[config.mk]
export PLATFORM = sky130hd
export DESIGN_NAME = smram_window_ctl
export DESIGN_NICKNAME = d
export VERILOG_FILES = /design/src/rtl/smwin_pkg.sv /design/src/rtl/smwin_ctl_reg.sv /design/src/rtl/smwin_win_dec.sv /design/src/rtl/smwin_gate.sv /design/src/rtl/smram_window_ctl.sv
export SDC_FILE = /design/constraint.sdc
export NUM_CORES = 1
export LEC_CHECK = 0
export CAP_MARGIN = 20
export CORE_ASPECT_RATIO = 1.2
export CORE_UTILIZATION = 16
export CTS_CLUSTER_SIZE = 30
export DETAILED_ROUTE_END_ITERATION = 10
export PLACE_DENSITY_LB_ADDON = 0.12
export SLEW_MARGIN = 20
export SYNTH_ARGS = -nofsm -noshare
export SYNTH_HDL_FRONTEND = slang
export SYNTH_SLANG_ARGS = --single-unit
export TNS_END_PERCENT = 100
[constraint.sdc]
create_clock -name clk -period 2.15 [get_ports clk]
set_input_delay 0.43 -clock clk [delete_from_list [all_inputs] [get_ports clk]]
set_output_delay 0.43 -clock clk [all_outputs]
set_load 0.01 [all_outputs]
[src/rtl/smwin_pkg.sv]
// Package: shared state type and code bytes for the SMRAM window control block.
// Assumes byte-wide configuration data.
package smwin_pkg;

    typedef enum logic [1:0] {
        WS_IDLE = 2'd0,   // no query or lock seen since reset
        WS_OPEN = 2'd1,   // feature acknowledged, window open
        WS_LOCK = 2'd2    // window closed, register read-only
    } win_state_e;

    localparam logic [7:0] CODE_QUERY = 8'hFF;
    localparam logic [7:0] CODE_LOCK  = 8'h02;
    localparam logic [7:0] RD_IDLE    = 8'h00;
    localparam logic [7:0] RD_OPEN    = 8'h01;
    localparam logic [7:0] RD_LOCK    = 8'h02;

    // Map a register state to the byte a read returns.
    function automatic logic [7:0] rd_code(input win_state_e s);
        case (s)
            WS_OPEN: rd_code = RD_OPEN;
            WS_LOCK: rd_code = RD_LOCK;
            default: rd_code = RD_IDLE;
        endcase
    endfunction

endpackage

[src/rtl/smwin_ctl_reg.sv]
// Module: smwin_ctl_reg
// What it does: holds the state of the control register. A query byte opens
// the window (only when the feature is built in). A lock byte closes it and
// freezes the register until reset. All other writes are ignored.
// Assumes: writes take effect at the clock edge on which cfg_we is sampled high.
module smwin_ctl_reg
    import smwin_pkg::*;
#(
    parameter int                 OFF_W      = 8,
    parameter logic [OFF_W-1:0]   CTL_OFF    = 8'h9C,
    parameter bit                 FEATURE_EN = 1'b1
) (
    input  logic             clk,
    input  logic             rst_n,
    input  logic [OFF_W-1:0] cfg_off,
    input  logic             cfg_we,
    input  logic [7:0]       cfg_wdata,
    output win_state_e       state_q,
    output logic             locked
);

    logic       hit;
    win_state_e state_d;

    // Decode a write aimed at this register.
    always_comb begin
        hit = cfg_we && (cfg_off == CTL_OFF);
    end

    // Next-state logic: the query opens, the lock closes, anything else holds.
    always_comb begin
        state_d = state_q;
        if (FEATURE_EN && hit && (state_q != WS_LOCK)) begin
            if (cfg_wdata == CODE_QUERY) begin
                state_d = WS_OPEN;
            end else if (cfg_wdata == CODE_LOCK) begin
                state_d = WS_LOCK;
            end
        end
    end

    // State register with synchronous active-low reset.
    always_ff @(posedge clk) begin
        if (!rst_n) begin
            state_q <= WS_IDLE;
        end else begin
            state_q <= state_d;
        end
    end

    // Lock flag for the access gate.
    always_comb begin
        locked = (state_q == WS_LOCK);
    end


    lock_hold_chk: assert property (@(posedge clk) disable iff (!rst_n)
        (state_q == WS_LOCK) |=> (state_q == WS_LOCK));


    other_val_chk: assert property (@(posedge clk) disable iff (!rst_n)
        (cfg_we && cfg_off == CTL_OFF && cfg_wdata != 8'hFF && cfg_wdata != 8'h02)
        |=> $stable(state_q));


    no_hit_chk: assert property (@(posedge clk) disable iff (!rst_n)
        !(cfg_we && cfg_off == CTL_OFF) |=> $stable(state_q));

    generate
        if (FEATURE_EN) begin : g_feat

            query_open_chk: assert property (@(posedge clk) disable iff (!rst_n)
                (cfg_we && cfg_off == CTL_OFF && cfg_wdata == 8'hFF && state_q != WS_LOCK)
                |=> (state_q == WS_OPEN));
        end else begin : g_nofeat

            never_leave_idle_chk: assert property (@(posedge clk) disable iff (!rst_n)
                (state_q == WS_IDLE));
        end
    endgenerate

endmodule

[src/rtl/smwin_win_dec.sv]
// Module: smwin_win_dec
// What it does: flags addresses inside the fixed window [BASE, BASE+SIZE).
// Assumes: BASE+SIZE fits in ADDR_W+1 bits; the compare is unsigned.
module smwin_win_dec #(
    parameter int                ADDR_W = 32,
    parameter logic [ADDR_W-1:0] BASE   = 32'h0003_0000,
    parameter logic [ADDR_W-1:0] SIZE   = 32'h0002_0000
) (
    input  logic [ADDR_W-1:0] addr,
    output logic              in_win
);

    localparam logic [ADDR_W:0] LO_X = {1'b0, BASE};
    localparam logic [ADDR_W:0] HI_X = {1'b0, BASE} + {1'b0, SIZE};

    // Range compare, with the top bound exclusive.
    always_comb begin
        in_win = ({1'b0, addr} >= LO_X) && ({1'b0, addr} < HI_X);
    end

endmodule

[src/rtl/smwin_gate.sv]
// Module: smwin_gate
// What it does: denies only non-SMM accesses that fall inside a locked window.
// Assumes: purely combinational; the inputs are already decoded.
module smwin_gate (
    input  logic in_win,
    input  logic smm,
    input  logic locked,
    output logic allow
);

    // Allow unless every deny condition holds.
    always_comb begin
        allow = !(in_win && !smm && locked);
    end

endmodule

[src/rtl/smram_window_ctl.sv]
// Module: smram_window_ctl (top)
// What it does: one lockable control byte at CTL_OFF, plus the access gate
// for the fixed window reserved for system-management code.
// Assumes: a single configuration port; combinational read data and access result.
module smram_window_ctl
    import smwin_pkg::*;
#(
    parameter int                OFF_W      = 8,
    parameter logic [OFF_W-1:0]  CTL_OFF    = 8'h9C,
    parameter int                ADDR_W     = 32,
    parameter logic [ADDR_W-1:0] WIN_BASE   = 32'h0003_0000,
    parameter logic [ADDR_W-1:0] WIN_SIZE   = 32'h0002_0000,
    parameter bit                FEATURE_EN = 1'b1
) (
    input  logic              clk,
    input  logic              rst_n,
    input  logic [OFF_W-1:0]  cfg_off,
    input  logic              cfg_we,
    input  logic [7:0]        cfg_wdata,
    output logic [7:0]        cfg_rdata,
    input  logic [ADDR_W-1:0] acc_addr,
    input  logic              acc_smm,
    output logic              acc_allow
);

    localparam logic [ADDR_W-1:0] WIN_LAST = WIN_BASE + WIN_SIZE - 1'b1;

    win_state_e state_q;
    logic       locked;
    logic       in_win;

    smwin_ctl_reg #(
        .OFF_W      (OFF_W),
        .CTL_OFF    (CTL_OFF),
        .FEATURE_EN (FEATURE_EN)
    ) u_reg (
        .clk       (clk),
        .rst_n     (rst_n),
        .cfg_off   (cfg_off),
        .cfg_we    (cfg_we),
        .cfg_wdata (cfg_wdata),
        .state_q   (state_q),
        .locked    (locked)
    );

    smwin_win_dec #(
        .ADDR_W (ADDR_W),
        .BASE   (WIN_BASE),
        .SIZE   (WIN_SIZE)
    ) u_dec (
        .addr   (acc_addr),
        .in_win (in_win)
    );

    smwin_gate u_gate (
        .in_win (in_win),
        .smm    (acc_smm),
        .locked (locked),
        .allow  (acc_allow)
    );

    // Read mux: the register code at CTL_OFF, zero elsewhere.
    always_comb begin
        cfg_rdata = (cfg_off == CTL_OFF) ? rd_code(state_q) : 8'h00;
    end


    smm_allow_chk: assert property (@(posedge clk) disable iff (!rst_n)
        acc_smm |-> acc_allow);


    outside_allow_chk: assert property (@(posedge clk) disable iff (!rst_n)
        (acc_addr < WIN_BASE || acc_addr > WIN_LAST) |-> acc_allow);


    locked_deny_chk: assert property (@(posedge clk) disable iff (!rst_n)
        (state_q == WS_LOCK && !acc_smm && acc_addr >= WIN_BASE && acc_addr <= WIN_LAST)
        |-> !acc_allow);

endmodule

After elaboration in Yosys (flattened, before gate mapping)
Cells that the tools add are included.
{"block": "word_totals", "ram_bits": 0, "inputBits": 52, "wordCells": 22, "rom_bits": 0, "regBits": 2, "mem_count": 0, "latchBits": 0, "out_inout_bits": 9}
{"block": "op_classes", "order_cmp": 2, "div_mod_pow": 0, "shift": 0, "bitwise_logic": 0, "reduce_logical": 9, "mul": 0, "eq_ne": 6, "muxes": 4, "add_sub_neg": 0}
{"op": "32-bit by 18-bit >= comparator with 1-bit output, second input constant", "count": 1}
{"op": "32-bit by 19-bit less-than comparator with 1-bit output, second input constant", "count": 1}
{"op": "8-bit == test, second input constant", "count": 2}
{"op": "8-bit by 2-bit == test with 1-bit output, second input constant", "count": 1}
{"op": "8-bit two-way mux", "count": 1}
{"op": "1-bit logical AND", "count": 5}
{"op": "2-bit two-way mux", "count": 2}
{"op": "2-bit case mux with 2 select lines", "count": 1}
{"op": "2-bit by 1-bit == test with 1-bit output, second input constant", "count": 1}
{"op": "2-bit == test, second input constant", "count": 1}
{"op": "1-bit zero test", "count": 2}
{"op": "2-bit inequality test, second input constant", "count": 1}
{"op": "2-bit AND reduction", "count": 1}
{"op": "2-bit nonzero test", "count": 1}

Logic depth before layout (Yosys ltp)
Gate-level depths: netlist of run 1.
{"block": "logic_depth", "ltp_word": 5, "depth_mapped": 4, "mapped_depth_nobuf": 4}

By module
From an unflattened synthesis of run 1, not the netlist that was laid out.
{"block": "unflattened", "cells_unflattened": 42, "area_unflattened_um2": 337.8}
{"mod": "smwin_ctl_reg", "seq_area_each_um2": 40.0, "instances": 1, "area_per_inst_um2": 183.9, "cells_each": 20}
{"mod": "smram_window_ctl", "seq_area_each_um2": 0.0, "instances": 1, "area_per_inst_um2": 92.6, "cells_each": 12}
{"mod": "smwin_win_dec", "seq_area_each_um2": 0.0, "instances": 1, "area_per_inst_um2": 53.8, "cells_each": 9}
{"mod": "smwin_gate", "seq_area_each_um2": 0.0, "instances": 1, "area_per_inst_um2": 7.5, "cells_each": 1}

Worst setup path after synthesis of run 1
Ideal clock, no wire load.
{"block": "synth_timing", "path_type": "input-to-output", "from": "input acc_addr[28]", "to": "output acc_allow", "setup_slack_ns": 0.448, "cell_stages": 3, "required_time_ns": 1.720, "n_path_buf": 0, "arrival_time_ns": 1.272, "cell_sequence": "or4_1 nor4_1 nand4_1"}
{"block": "synth_between", "elab_chain_len": 5, "elab_cells_between_ends": 6, "classes_between": "order compare (2); reduce/logical (4)"}
{"item": "start: declaration", "line_no": "smram_window_ctl.sv:21", "text": "input logic [ADDR_W-1:0] acc_addr,"}
{"item": "32-bit by 18-bit >= comparator with 1-bit output / 32-bit by 19-bit less-than comparator with 1-bit output (equally long branches)", "line_no": "smwin_win_dec.sv:18", "text": "in_win = ({1'b0, addr} >= LO_X) && ({1'b0, addr} < HI_X);"}
{"item": "1-bit logical AND *", "line_no": "smwin_win_dec.sv:18"}
{"item": "1-bit logical AND * (2 in series)", "line_no": "smwin_gate.sv:13", "text": "allow = !(in_win && !smm && locked);"}
{"item": "1-bit zero test *", "line_no": "smwin_gate.sv:13"}
{"item": "end: declaration", "line_no": "smram_window_ctl.sv:23", "text": "output logic acc_allow"}
Mark *: on every way between the ends. The rest lies on a longest branch, timed or not.

Worst setup path in the final report of run 1
{"block": "layout_timing", "from": "input cfg_off[6]", "to": "output cfg_rdata[1]"}
{"block": "layout_between", "elab_chain_len": 2}
{"item": "start: declaration", "line_no": "smram_window_ctl.sv:17", "text": "input logic [OFF_W-1:0] cfg_off,"}
{"item": "8-bit == test", "line_no": "smram_window_ctl.sv:64", "text": "cfg_rdata = (cfg_off == CTL_OFF) ? rd_code(state_q) : 8'h00;"}
{"item": "8-bit two-way mux", "line_no": "smram_window_ctl.sv:64"}
{"item": "end: declaration", "line_no": "smram_window_ctl.sv:20", "text": "output logic [7:0] cfg_rdata,"}
Every way passes these cells.

==> reports/metrics.cfg, run 1 <==
[layout]
syn2layout_area_growth_pct=155
top_regs=u_reg.state_q x2
nets=131
final_layout_size_suffix_gt1_share_pct=14.3
design_area_um2=666
final_util_pct=44.9
diodes=0
largest_reg_flops=2
top_register=u_reg.state_q

[setup_path]
end_kind=output port
cp-start-kind=input port
rr_endpoint=u_reg.state_q[1]
cp.arrival_ps=1620
worstPathRequired_ps=1720
r2r-start=u_reg.state_q[0]
crit_fanout=3
regToRegSetupSlack_ps=750
ff2ff_path_depth=4
critical_path_class=in2out

[logic_synthesis]
ys_seq_elements=2
synth.most_common_cell=buf_4
ys.flop_type=dfxtp_1
avgSynthCellArea_um2=7.26
synth_top_cell_by_area=buf_4
yosys_warnings=0
synth_area_leaders=buf_4 (17%), dfxtp_1 (15%), nor4_1 (9.6%)
synth_top_area_share_pct=17.2
synth_area_um2=262
synth_edf_count=0
yosysUniqueCellTypes=19
ys_seq_area_share_pct=15.3
ys_async_sr_fraction_pct=0
synthCells=36
synth_commonest_cells=buf_4 (6), nand2_1 (4), nor4_1 (4)

[timing]
slew_violations=0
setup_ws_ps=102
max_freq_mhz=488
final.period_utilization_pct=95.3
rsz0062_at_grt=false
hold_violations=0
setup_violations=0
post-route-min-period_ps=2050
holdWs_ps=493
skew_ps=3.01

[placed_design]
gp_congestion=0.610
io_buffers=38
dp_hpwl_um=827
placed_cell_area_um2=644
pre_cts_ws_ps=-462

[floorplan]
die_h_um=46.3
core_um2=1480
ioPinCount=61
initial_utilization_pct=17.6
die_w_um=38.9
dieArea_um2=1800
rows=15

[drt]
drt_iter0_markers=5
ant_nets=0
num_vias=403
drt-pass1-iter-count=2
wire_per_inst_um=10.1
drc=0
via_per_inst=4.29
routed_wirelength_um=945

[run]
drv_cap=0

[pwr]
leakagePower_nw=0.271
power_w=0.000197
power.density_nw_per_um2=297
worst_ir_drop_vdd_v=0.000164

[hold_path]
min_delay_worst_endpoint=u_reg.state_q[0]
holdPathStages=2
holdCritPathClass=reg2reg
min_from=u_reg.state_q[0]

[run_status]
status=finished clean

[cts]
cts_root_buffer=clkbuf_4
cts_buffers=3
htree_num_levels=1
path_clk_slew_ps=30
clk_path_buf_depth=2
cts_tree=built
clock_latency_ps=220
cts_setup_buffers=0
clock_sinks=2

[global_routing]
grt_max_degree=4
grt_use_total_pct=11.7
grt_overflow_total=0
grt_first_pass_wirelength_um=1410
grt_pass1_vias=398
antenna_found_initial=0

## repair_timing
action                                  in CTS  in global routing
pin swaps                                    3                  2
endpoints found under the setup margin       3                  3
gates resized for setup                     16                  2
hold buffers                                 0                  0
## layout by cell type, fill, tap and decap left out
cell type / instances
nor2_1: 3
nor4_1: 3
nand2b_1: 1
nand3_1: 2
or4_1: 1
nand4_2: 1
nor3_1: 2
nand4_1: 2
nand2_1: 4
o211a_1: 1
inv_1: 1
clkbuf_4: 3
o22ai_2: 1
o21ai_0: 1
nor4_2: 1
dlygate4sd2_1: 2
nor3b_2: 1
clkdlybuf4s15_1: 3
clkdlybuf4s50_1: 31
or4_4: 1
conb_1: 6
dfxtp_1: 2
buf_4: 1
and4bb_1: 1
buf_2: 2
## per-stage QoR
step           TNS (ps)  cells
2_1_floorplan         0     41
3_3_place_gp       -947     91
3_5_place_dp       -999     91
4_1_cts               0     94
5_1_grt               0     94
6_report              0     94
## how the worst max path moves through the flow
stage / from / to / slack (ps) / depth (start not counted)
finish: cfg_off[6] / cfg_rdata[1] / 100 / 5
global route: cfg_off[6] / cfg_rdata[1] / 20 / 5
CTS: acc_addr[27] / acc_allow / 20 / 5
detailed placement: acc_addr[28] / acc_allow / -460 / 5
global placement: acc_addr[28] / acc_allow / -410 / 5
floorplan: acc_addr[28] / acc_allow / 450 / 3
## report_power, final
part           leakage, nW   switching (W)  internal, W
sequential          0.0161  0.000000000416    0.0000374
combinational        0.241       0.0000198    0.0000570
clock               0.0138       0.0000216    0.0000616
## worst max-delay path: stages
cell and delay [ps]:
clkdlybuf4s50_1 410, and4bb_1 280, nand4_2 130, nor2_1 120
clkdlybuf4s15_1 250
## final cells by class
cell class / instances / area, um^2
clock buffer: 3 / 22.5
fill: 154 / 817
inverter: 1 / 3.75
multi-input combinational: 32 / 203
sequential: 2 / 40.0
tap: 17 / 21.3
timing repair buffer: 39 / 375
## cell families (layout without fill, tap and decap cells)
logic type,Yosys count,count (layout),synth area share [%]
AND/OR/NAND/NOR,23,23,54.1
buffers and inverters,7,43,18.7
other,1,6,1.43
AO/OA/AOI/OAI,3,3,10.5
flip-flops,2,2,15.3
## layer usage
metal / vias to the layer above / global-route usage, % / part of all wire, % / routed length [um]
met1: 166 / 8.96 / 33 / 308
li1: 206 / - / - / -
met3: 0 / 4.35 / 14 / 130
met5: - / 0 / 0 / 0
met4: 0 / 6.21 / 0 / 0
met2: 31 / 23.7 / 54 / 506
Power figures use the tool's default switching activity.
==> run 2: changes to the inputs <==
Settings changed: ABC_CLOCK_PERIOD_IN_PS from default to 2150.
==> results of run 2 <==
Final layout, timing and power as in run 1 (identical DEF).
